$ cat config.mk
export PLATFORM = sky130hd
export DESIGN_NAME = sleep_seq
export DESIGN_NICKNAME = d
export VERILOG_FILES = /design/src/rtl/sleep_seq_pkg.sv /design/src/rtl/sleep_seq_wake.sv /design/src/rtl/sleep_seq_dp.sv /design/src/rtl/sleep_seq_ctrl.sv /design/src/rtl/sleep_seq.sv
export SDC_FILE = /design/constraint.sdc
export NUM_CORES = 1
export LEC_CHECK = 0
export BUFFER_PORTS_ARGS = -buffer_cell sky130_fd_sc_hd__clkbuf_2
export CELL_PAD_IN_SITES_DETAIL_PLACEMENT = 2
export CELL_PAD_IN_SITES_GLOBAL_PLACEMENT = 2
export CORE_MARGIN = 1.5
export CORE_UTILIZATION = 31
export CTS_CLUSTER_SIZE = 16
export DETAILED_ROUTE_END_ITERATION = 8
export PLACE_DENSITY_LB_ADDON = 0.1
export SLEW_MARGIN = 10
export SYNTH_ARGS = -nofsm -noshare
export SYNTH_HDL_FRONTEND = slang
export SYNTH_HIERARCHICAL = 1
export SYNTH_SLANG_ARGS = --single-unit
export TNS_END_PERCENT = 20
$ cat constraint.sdc
create_clock -name clk -period 2.35 [get_ports clk]
set_clock_uncertainty 0.2 [all_clocks]
set_input_delay 0 -clock clk [delete_from_list [all_inputs] [get_ports clk]]
set_output_delay 0 -clock clk [all_outputs]
set_load 0.02 [all_outputs]
$ cat src/rtl/sleep_seq_pkg.sv
package sleep_seq_pkg;

  typedef enum logic [2:0] {
    ST_OFF,
    ST_DELAY,
    ST_KICK,
    ST_RUN,
    ST_HALT,
    ST_STOP
  } seqState_t;

  typedef struct packed {
    logic cntClr;
    logic cntInc;
    logic warmSet;
    logic warmClr;
    logic wdtSet;
    logic wdtClr;
  } seqStrobe_t;

endpackage

$ cat src/rtl/sleep_seq_wake.sv
module sleep_seq_wake #(
  parameter int N = 8
) (
  input  logic         clk,
  input  logic         rstN,
  input  logic [N-1:0] pins,
  output logic         anyFall
);

  logic [N-1:0] lastQ;
  logic [N-1:0] fallVec;

  for (genvar i = 0; i < N; i++) begin : g_edge
    always_ff @(posedge clk or negedge rstN) begin
      if (!rstN) lastQ[i] <= 1'b1;
      else       lastQ[i] <= pins[i];
    end
    assign fallVec[i] = lastQ[i] & ~pins[i];
  end

  assign anyFall = |fallVec;

  // a line held low for two edges cannot report a new edge
  assert_no_level_wake_R7: assert property (@(posedge clk) disable iff (!rstN)
    (pins == {N{1'b0}} && lastQ == {N{1'b0}}) |-> !anyFall);

endmodule

$ cat src/rtl/sleep_seq_dp.sv
module sleep_seq_dp
  import sleep_seq_pkg::*;
#(
  parameter int POR_CYCLES = 589824
) (
  input  logic       clk,
  input  logic       rstN,
  input  seqStrobe_t strb,
  input  logic       statusRd,
  input  logic       ctlWe,
  input  logic       ctlWdata,
  input  logic       coreRst,
  output logic       cntDone,
  output logic       warmFlag,
  output logic       wdtFlag,
  output logic       wdtHaltOn
);

  localparam int CNT_W = $clog2(POR_CYCLES + 1);
  localparam logic [CNT_W-1:0] CNT_LAST = CNT_W'(POR_CYCLES - 1);

  logic [CNT_W-1:0] cnt;

  always_ff @(posedge clk or negedge rstN) begin
    if (!rstN)            cnt <= '0;
    else if (strb.cntClr) cnt <= '0;
    else if (strb.cntInc && cnt != CNT_LAST) cnt <= cnt + 1'b1;
  end

  assign cntDone = (cnt == CNT_LAST);

  always_ff @(posedge clk or negedge rstN) begin
    if (!rstN)              warmFlag <= 1'b0;
    else if (strb.warmClr)  warmFlag <= 1'b0;
    else if (strb.warmSet)  warmFlag <= 1'b1;
    else if (statusRd)      warmFlag <= 1'b0;
  end

  always_ff @(posedge clk or negedge rstN) begin
    if (!rstN)             wdtFlag <= 1'b0;
    else if (strb.wdtClr)  wdtFlag <= 1'b0;
    else if (strb.wdtSet)  wdtFlag <= 1'b1;
  end

  always_ff @(posedge clk or negedge rstN) begin
    if (!rstN)        wdtHaltOn <= 1'b0;
    else if (coreRst) wdtHaltOn <= 1'b0;
    else if (ctlWe)   wdtHaltOn <= ctlWdata;
  end

  assert_cnt_bound_R2: assert property (@(posedge clk) disable iff (!rstN)
    cnt <= CNT_LAST);

  assert_warm_set_R9: assert property (@(posedge clk) disable iff (!rstN)
    (strb.warmSet && !strb.warmClr) |=> warmFlag);

  assert_warm_read_R9: assert property (@(posedge clk) disable iff (!rstN)
    (statusRd && !strb.warmSet) |=> !warmFlag);

  assert_ctl_clear_R10: assert property (@(posedge clk) disable iff (!rstN)
    coreRst |=> !wdtHaltOn);

endmodule

$ cat src/rtl/sleep_seq_ctrl.sv
module sleep_seq_ctrl
  import sleep_seq_pkg::*;
(
  input  logic       clk,
  input  logic       rstN,
  input  logic       pwrGood,
  input  logic       haltReq,
  input  logic       stopReq,
  input  logic       irqHit,
  input  logic       wdtTimeout,
  input  logic       wakeEvt,
  input  logic       bypassOnWake,
  input  logic       cntDone,
  input  logic       wdtHaltOn,
  output seqStrobe_t strb,
  output logic       coreRst,
  output logic       cpuClkEn,
  output logic       oscEn,
  output logic       wdtRun
);

  seqState_t state, stateNext;

  always_ff @(posedge clk or negedge rstN) begin
    if (!rstN) state <= ST_OFF;
    else       state <= stateNext;
  end

  always_comb begin
    stateNext = state;
    strb      = '0;
    if (!pwrGood) begin
      stateNext    = ST_OFF;
      strb.cntClr  = 1'b1;
      strb.warmClr = 1'b1;
      strb.wdtClr  = 1'b1;
    end else if (state == ST_OFF) begin
      stateNext   = ST_DELAY;
      strb.cntClr = 1'b1;
    end else if (wdtTimeout) begin
      stateNext    = ST_KICK;
      strb.wdtSet  = 1'b1;
      strb.warmClr = 1'b1;
    end else begin
      unique case (state)
        ST_DELAY: begin
          strb.cntInc = 1'b1;
          if (cntDone) stateNext = ST_RUN;
        end
        ST_KICK: stateNext = ST_RUN;
        ST_RUN: begin
          if (stopReq) begin
            stateNext    = ST_STOP;
            strb.warmSet = 1'b1;
          end else if (haltReq) begin
            stateNext = ST_HALT;
          end
        end
        ST_HALT: if (irqHit) stateNext = ST_RUN;
        ST_STOP: begin
          if (wakeEvt) begin
            if (bypassOnWake) begin
              stateNext = ST_KICK;
            end else begin
              stateNext   = ST_DELAY;
              strb.cntClr = 1'b1;
            end
          end
        end
        default: stateNext = ST_OFF;
      endcase
    end
  end

  assign coreRst  = (state == ST_OFF) || (state == ST_DELAY) || (state == ST_KICK);
  assign cpuClkEn = (state == ST_RUN);
  assign oscEn    = (state != ST_STOP);
  assign wdtRun   = (state == ST_RUN) || ((state == ST_HALT) && wdtHaltOn);

  assert_pwr_loss_R2: assert property (@(posedge clk) disable iff (!rstN)
    !pwrGood |=> coreRst);

  assert_halt_enter_R4: assert property (@(posedge clk) disable iff (!rstN)
    (state == ST_RUN && pwrGood && !wdtTimeout && haltReq && !stopReq)
      |=> (state == ST_HALT));

  assert_stop_hold_R6: assert property (@(posedge clk) disable iff (!rstN)
    (state == ST_STOP && pwrGood && !wdtTimeout && !wakeEvt)
      |=> (!cpuClkEn && !oscEn));

  assert_wdt_kick_R12: assert property (@(posedge clk) disable iff (!rstN)
    (pwrGood && wdtTimeout && state != ST_OFF) |=> (coreRst && state == ST_KICK));

  assert_kick_short_R11: assert property (@(posedge clk) disable iff (!rstN)
    (state == ST_KICK && pwrGood && !wdtTimeout) |=> !coreRst);

endmodule

$ cat src/rtl/sleep_seq.sv
module sleep_seq
  import sleep_seq_pkg::*;
#(
  parameter int POR_CYCLES = 589824,
  parameter int IRQ_W      = 5,
  parameter int ROW_W      = 7
) (
  input  logic             clk,
  input  logic             extRstN,
  input  logic             pwrGood,
  input  logic             haltReq,
  input  logic             stopReq,
  input  logic [IRQ_W-1:0] irqReq,
  input  logic [IRQ_W-1:0] irqEn,
  input  logic             wdtTimeout,
  input  logic [ROW_W-1:0] wakeRows,
  input  logic             hostData,
  input  logic             bypassOnWake,
  input  logic             statusRd,
  input  logic             ctlWe,
  input  logic             ctlWdata,
  output logic             cpuClkEn,
  output logic             oscEn,
  output logic             coreRst,
  output logic             wdtRun,
  output logic             warmFlag,
  output logic             wdtFlag,
  output logic             wdtHaltOn
);

  localparam int WAKE_W = ROW_W + 1;

  seqStrobe_t strb;
  logic       cntDone;
  logic       wakeEvt;
  logic       irqHit;

  assign irqHit = |(irqReq & irqEn);

  sleep_seq_wake #(.N(WAKE_W)) wake_i (
    .clk     (clk),
    .rstN    (extRstN),
    .pins    ({hostData, wakeRows}),
    .anyFall (wakeEvt)
  );

  sleep_seq_ctrl ctrl_i (
    .clk          (clk),
    .rstN         (extRstN),
    .pwrGood      (pwrGood),
    .haltReq      (haltReq),
    .stopReq      (stopReq),
    .irqHit       (irqHit),
    .wdtTimeout   (wdtTimeout),
    .wakeEvt      (wakeEvt),
    .bypassOnWake (bypassOnWake),
    .cntDone      (cntDone),
    .wdtHaltOn    (wdtHaltOn),
    .strb         (strb),
    .coreRst      (coreRst),
    .cpuClkEn     (cpuClkEn),
    .oscEn        (oscEn),
    .wdtRun       (wdtRun)
  );

  sleep_seq_dp #(.POR_CYCLES(POR_CYCLES)) dp_i (
    .clk       (clk),
    .rstN      (extRstN),
    .strb      (strb),
    .statusRd  (statusRd),
    .ctlWe     (ctlWe),
    .ctlWdata  (ctlWdata),
    .coreRst   (coreRst),
    .cntDone   (cntDone),
    .warmFlag  (warmFlag),
    .wdtFlag   (wdtFlag),
    .wdtHaltOn (wdtHaltOn)
  );

endmodule

==> results.sh, run 1 <==
export IMPL_synthesis_nets=234
export IMPL_relSlewSlack_pct=40.6
export IMPL_wl_per_cell_microns=16.9
export IMPL_seq_area_frac_synth_pct=44.3
export IMPL_p_per_area_nw_per_um2=579
export IMPL_drv_cap=0
export IMPL_die_h_microns=82.1
export IMPL_fin_nets=299
export IMPL_synth_compound_area_share_pct=16.0
export IMPL_synth_area_leader_cell="dfrtp_1"
export IMPL_antennaDiodeCount=0
export IMPL_cts_max_level=2
export IMPL_start_kind="flop"
export IMPL_numCtsBuffers=5
export IMPL_portBuffers=34
export IMPL_cts_tree="done"
export IMPL_synth_edf_count=0
export IMPL_remaining_drc_errors=0
export IMPL_whs_ns=0.0608
export IMPL_synth_top_family_by_area="simple AND/OR/NAND/NOR gates"
export IMPL_vias_per_cell=5.38
export IMPL_synthXorXnorAreaFrac_pct=0
export IMPL_worstSetupPathType="flop to flop"
export IMPL_post_synth_cell_area_avg_sq_um=9.47
export IMPL_crit_path_max_fanout=6
export IMPL_cellLeakagePower_nw=1.17
export IMPL_pin_count=35
export IMPL_critPathArrivalTime_ns=2.24
export IMPL_synth_warning_count=6
export IMPL_synth_mux_area_share_pct=6.70
export IMPL_synth_most_common_cell="dfrtp_1"
export IMPL_clock_root_buffer="clkbuf_8"
export IMPL_grt_pass1_wl_mm=9.49
export IMPL_coreArea_sq_um=5990
export IMPL_start_util_pct=32.4
export IMPL_hold_viol_final=0
export IMPL_fmax_mhz=442
export IMPL_fin_crit_ns=2.26
export IMPL_cts_sinks=34
export IMPL_finalWirelength_mm=5.86
export IMPL_yosys_area_share_simple_pct=26.2
export IMPL_via_count=1860
export IMPL_place_congestion=0.759
export IMPL_syn_area_sq_um=1940
export IMPL_clk_latency_ns=0.30
export IMPL_firstDrtPassIters=4
export IMPL_overflow=0
export IMPL_synthCells=205
export IMPL_dp_cells=317
export IMPL_die_area_sq_um=6750
export IMPL_period_share_pct=96.3
export IMPL_grt_usage_pct=18.6
export IMPL_dpl_hpwl_mm=4.15
export IMPL_synth_seq_cells=34
export IMPL_tightest_slew_ns=0.892
export IMPL_synth_distinct_cells=46
export IMPL_drt_iter0_markers=48
export IMPL_finalSetupViolations=0
export IMPL_worstPathRequired_ns=2.33
export IMPL_status="finished, final reports clean"
export IMPL_num_rows=28
export IMPL_first_global_vias=2015
export IMPL_syn2layout_area_growth_pct=34.7
export IMPL_synth_fa_ha_area_share_pct=0.644
export IMPL_fin_ws_ns=0.0880
export IMPL_synth_top_cell_area_share_pct=33.5
export IMPL_final_cells=346
export IMPL_synthTopCellsByCount="dfrtp_1 (26), a21oi_1 (21), nor2_1 (19)"
export IMPL_async_reset_ff_share_pct=100
export IMPL_clockBufferDepth=2
export IMPL_path_clk_slew_ns=0.08
export IMPL_synth_flop_cell="dfrtp_1"
export IMPL_cp_end_kind="flop"
export IMPL_total_power_mw=1.51
export IMPL_fillCellCount=653
export IMPL_hp_class="input pin to flop"
export IMPL_yosys_top_cells_area="dfrtp_1 (34%), dfstp_2 (11%), a21oi_1 (5.4%)"
export IMPL_drive_gt1_share_pct=32.1
export IMPL_die_w_microns=82.1
export IMPL_dp_slack_ns=0.101
export IMPL_antenna_left=0
export IMPL_grt_max_degree=35
export IMPL_slew_violations=0
export IMPL_antenna_found_initial=0
export IMPL_peakVddDrop_mv=0.318
==> final timing paths <==
path	start	end	depth (start not counted)	slack, ns
worst max-delay path	dp_i/cnt[18]	dp_i/cnt[0]	4	0.09
worst min-delay path	pwrGood	dp_i/cnt[9]	4	0.06
worst max register to register	dp_i/cnt[18]	dp_i/cnt[0]	4	0.09
worst min register to register	dp_i/cnt[11]	dp_i/cnt[11]	1	0.34
max in group asynchronous	extRstN	dp_i/cnt[16]	2	1.23
min in group asynchronous	extRstN	dp_i/cnt[14]	2	0.16
==> repair_timing <==
item,4_1_cts,5_1_grt
setup endpoints to repair,0,1
setup buffers,0,1
gates resized for setup,0,1
endpoints found under the hold margin,40,0
hold buffers,20,0
==> flip-flops by register name, indices dropped and copies added, names as in the netlist <==
register	count
dp_i/cnt	20
wake_i/lastQ	8
ctrl_i/state	3
dp_i/warmFlag	1
dp_i/wdtFlag	1
dp_i/wdtHaltOn	1
==> layer usage <==
layer | global-route usage, % | routed length (microns) | vias to the layer above
li1 | - | - | 881
met1 | 20.8 | 2440 | 934
met2 | 35.2 | 3150 | 37
met3 | 3.08 | 183 | 8
met4 | 6.44 | 85 | 0
met5 | 0 | 0 | -
==> kinds of logic (layout without fill, tap and decap cells) <==
| family | count (synthesis) | after routing |
|---|---|---|
| AO/OA/AOI/OAI | 49 | 49 |
| adder cells (fa/ha/maj) | 1 | 1 |
| buffers and inverters | 24 | 90 |
| flip-flops | 34 | 34 |
| multiplexers | 12 | 12 |
| AND/OR/NAND/NOR | 85 | 85 |
==> cell usage in the layout (no fill, tap or decap), types with 5 or more instances in the layout <==
cell type	Yosys	final
a21oi_1	21	21
buf_4	0	13
clkbuf_2	0	34
clkbuf_8	0	5
dfrtp_1	26	26
dfstp_2	8	8
dlygate4sd3_1	0	20
inv_1	13	13
mux2_2	8	8
nand2_1	12	12
nand3_1	8	7
nand4_1	5	5
nor2_1	19	18
nor2b_1	11	11
==> worst max-delay path, stage by stage, from the launching register on <==
cell      delay, ns
dfrtp_1        0.42
or4b_4         0.58
nor4_4         0.38
a21boi_0       0.24
mux2_2         0.32
==> report_power, final <==
group	leakage [nW]	switching [mW]	internal (mW)
combinational	0.661	0.132	0.102
sequential	0.444	0.00872	0.606
clock	0.0683	0.239	0.425
==> cell type report <==
type / instances / area [sq um] / area share, %
multi-input combinational: 147 / 980 / 37.5
timing repair buffer: 68 / 488 / 18.7
clock inverter: 3 / 68.8 / 2.63
inverter: 14 / 55.1 / 2.11
clock buffer: 5 / 68.8 / 2.63
tap: 75 / 93.8 / 3.59
sequential: 34 / 861 / 32.9
==> per-stage QoR <==
stage          setup TNS (ns)  util [%]  instance area, sq um
2_1_floorplan               0         -                  1950
3_3_place_gp                0      37.8                  2270
3_5_place_dp                0      37.8                  2270
4_1_cts                     0      43.5                  2600
5_1_grt               -0.0230      43.7                  2620
6_report                    0      43.7                  2620
Note: power is estimated with default switching activity, not from simulation.
==> run 2: changes to the inputs <==
--- a/config.mk
+++ b/config.mk
@@ -13,6 +13,7 @@
 export CTS_CLUSTER_SIZE = 16
 export DETAILED_ROUTE_END_ITERATION = 8
 export PLACE_DENSITY_LB_ADDON = 0.1
+export SETUP_SLACK_MARGIN = 0.3
 export SLEW_MARGIN = 10
 export SYNTH_ARGS = -nofsm -noshare
 export SYNTH_HDL_FRONTEND = slang
==> results.sh, run 2 (synthesis results as in run 1) <==
export IMPL_status="finished, final reports clean"
export IMPL_start_util_pct=32.4
export IMPL_drt_iter0_markers=67
export IMPL_overflow=0
export IMPL_antenna_left=0
export IMPL_cts_sinks=34
export IMPL_dp_cells=312
export IMPL_rsz0062_at_grt="yes"
export IMPL_pin_count=35
export IMPL_largest_register="dp_i/cnt"
export IMPL_pwr_share_comb_pct=24.8
export IMPL_die_h_microns=82.1
export IMPL_fin_nets=323
export IMPL_path_clk_slew_ns=0.08
export IMPL_p_clk_share_pct=36.1
export IMPL_clk_latency_ns=0.30
export IMPL_wl_per_cell_microns=22.2
export IMPL_sw_frac_of_total_pct=29.4
export IMPL_setup_tns_ns=0
export IMPL_register_area_sq_um=861
export IMPL_peakVddDrop_mv=0.228
export IMPL_syn2layout_area_growth_pct=61.4
export IMPL_cellLeakagePower_nw=1.35
export IMPL_drv_cap=0
export IMPL_dpl_hpwl_mm=4.10
export IMPL_fmax_mhz=437
export IMPL_relSlewSlack_pct=38.5
export IMPL_fillCellCount=596
export IMPL_start_kind="flop"
export IMPL_dp_slack_ns=0.0542
export IMPL_critPathArrivalTime_ns=2.25
export IMPL_intPower_mw=1.11
export IMPL_tightest_slew_ns=0.923
export IMPL_seqPwrFrac_pct=39.1
export IMPL_cp_end_kind="flop"
export IMPL_p_sw_uw=464
export IMPL_numCtsBuffers=5
export IMPL_antenna_found_initial=0
export IMPL_final_common_cell="clkbuf_2"
export IMPL_firstDrtPassIters=4
export IMPL_place_congestion=0.812
export IMPL_worstSetupPathType="flop to flop"
export IMPL_num_rows=28
export IMPL_finalSetupViolations=0
export IMPL_cts_max_level=2
export IMPL_die_area_sq_um=6750
export IMPL_fin_crit_ns=2.29
export IMPL_ff2ff_setup_slack_ns=0.06
export IMPL_multi_input_area_sq_um=1230
export IMPL_die_w_microns=82.1
export IMPL_grt_usage_pct=23.0
export IMPL_antennaDiodeCount=0
export IMPL_crit_path_max_fanout=5
export IMPL_vias_per_cell=5.41
export IMPL_grt_pass1_wl_mm=11.3
export IMPL_reg_top3="dp_i/cnt x20, wake_i/lastQ x8, ctrl_i/state x3"
export IMPL_cts_tree="done"
export IMPL_final_cells=370
export IMPL_first_global_vias=2196
export IMPL_final_cell_mix="clkbuf_2 (34), buf_4 (26), dfrtp_1 (26), dlygate4sd3_1 (21)"
export IMPL_coreArea_sq_um=5990
export IMPL_grt_max_degree=35
export IMPL_period_share_pct=97.4
export IMPL_drive_gt1_share_pct=51.5
export IMPL_fin_ws_ns=0.0612
export IMPL_hp_class="input pin to flop"
export IMPL_via_count=2000
export IMPL_slew_violations=0
export IMPL_clockBufferDepth=2
export IMPL_portBuffers=34
export IMPL_worstPathRequired_ns=2.32
export IMPL_p_per_area_nw_per_um2=504
export IMPL_fin_util_pct=52.3
export IMPL_clock_root_buffer="clkbuf_8"
export IMPL_remaining_drc_errors=0
export IMPL_finalWirelength_mm=8.21
export IMPL_largest_register_ffs=20
export IMPL_hold_viol_final=0
[run 2: cell count changes in the layout (fill, tap and decap cells not counted), sizes merged]
cell,before,now
clkinvlp,0,2
nand3,8,9
bufinv,2,1
bufbuf,0,1
clkinv,1,0
dlygate4sd3,20,21
buf,14,35
[run 2: metrics by stage]
| stage | total power, mW | instance area [sq um] | hold slack (ns) |
|---|---|---|---|
| finish | 1.58 | 3130 | 0.00369 |
| floorplan | 0.748 | 2000 | -0.496 |
| global placement | 0.823 | 2250 | -0.101 |
| global route | 1.65 | 3130 | 0.00593 |
| detailed placement | 0.835 | 2250 | -0.0979 |
| CTS | 1.54 | 2930 | -0.00176 |
[run 2: repair_timing]
| action | in CTS | in global routing |
|---|---|---|
| gates cloned | 3 | 1 |
| pin swaps | 14 | 12 |
| resized for setup | 40 | 25 |
| endpoints found under the setup margin | 21 | 22 |
| hold buffers | 21 | 0 |
| endpoints found under the hold margin | 40 | 0 |
| buffers inserted | 12 | 13 |
[run 2: final cells by class]
| cell class | count | share of cell area, % |
|---|---|---|
| Tap cell | 75 | 2.99 |
| Sequential cell | 34 | 27.5 |
| Inverter | 14 | 2.00 |
| Timing Repair Buffer | 91 | 24.5 |
| Multi-Input combinational cell | 148 | 39.4 |
| Clock inverter | 3 | 1.44 |
| Clock buffer | 5 | 2.20 |
[run 2: worst paths after layout]
kind | startpoint | endpoint | depth (start not counted)
min reg2reg | dp_i/warmFlag | dp_i/warmFlag | 2
max | ctrl_i/state[2] | dp_i/cnt[10] | 7
max reg2reg | ctrl_i/state[2] | dp_i/cnt[10] | 7
min in group asynchronous | extRstN | dp_i/cnt[13] | 2
min | pwrGood | dp_i/cnt[11] | 4
max in group asynchronous | extRstN | dp_i/wdtFlag | 2
[run 2: power by group through the flow]
stage                     sequential (mW)  clock [mW]  combinational [mW]
after global routing                0.619       0.609               0.418
after floorplan                     0.626           0               0.122
after detailed placement            0.625           0               0.209
after CTS                           0.614       0.570               0.353
final                               0.617       0.570               0.392
after global placement              0.624           0               0.199
[run 2: critical path, cell delays in order, from the launching register on]
cell,delay [ns]
dfrtp_1,0.39
nand3b_1,0.24
nor2_4,0.22
and4_4,0.31
buf_4,0.14
nand3_2,0.13
a211oi_1,0.42
nor3_1,0.12
[run 2: metal layers]
layer	global-route usage, %	up-vias	share of wire (%)
li1	-	930	-
met1	24.1	1021	38
met2	46.6	43	58
met3	4.29	6	2.4
met4	5.42	0	1.0
met5	0	-	0
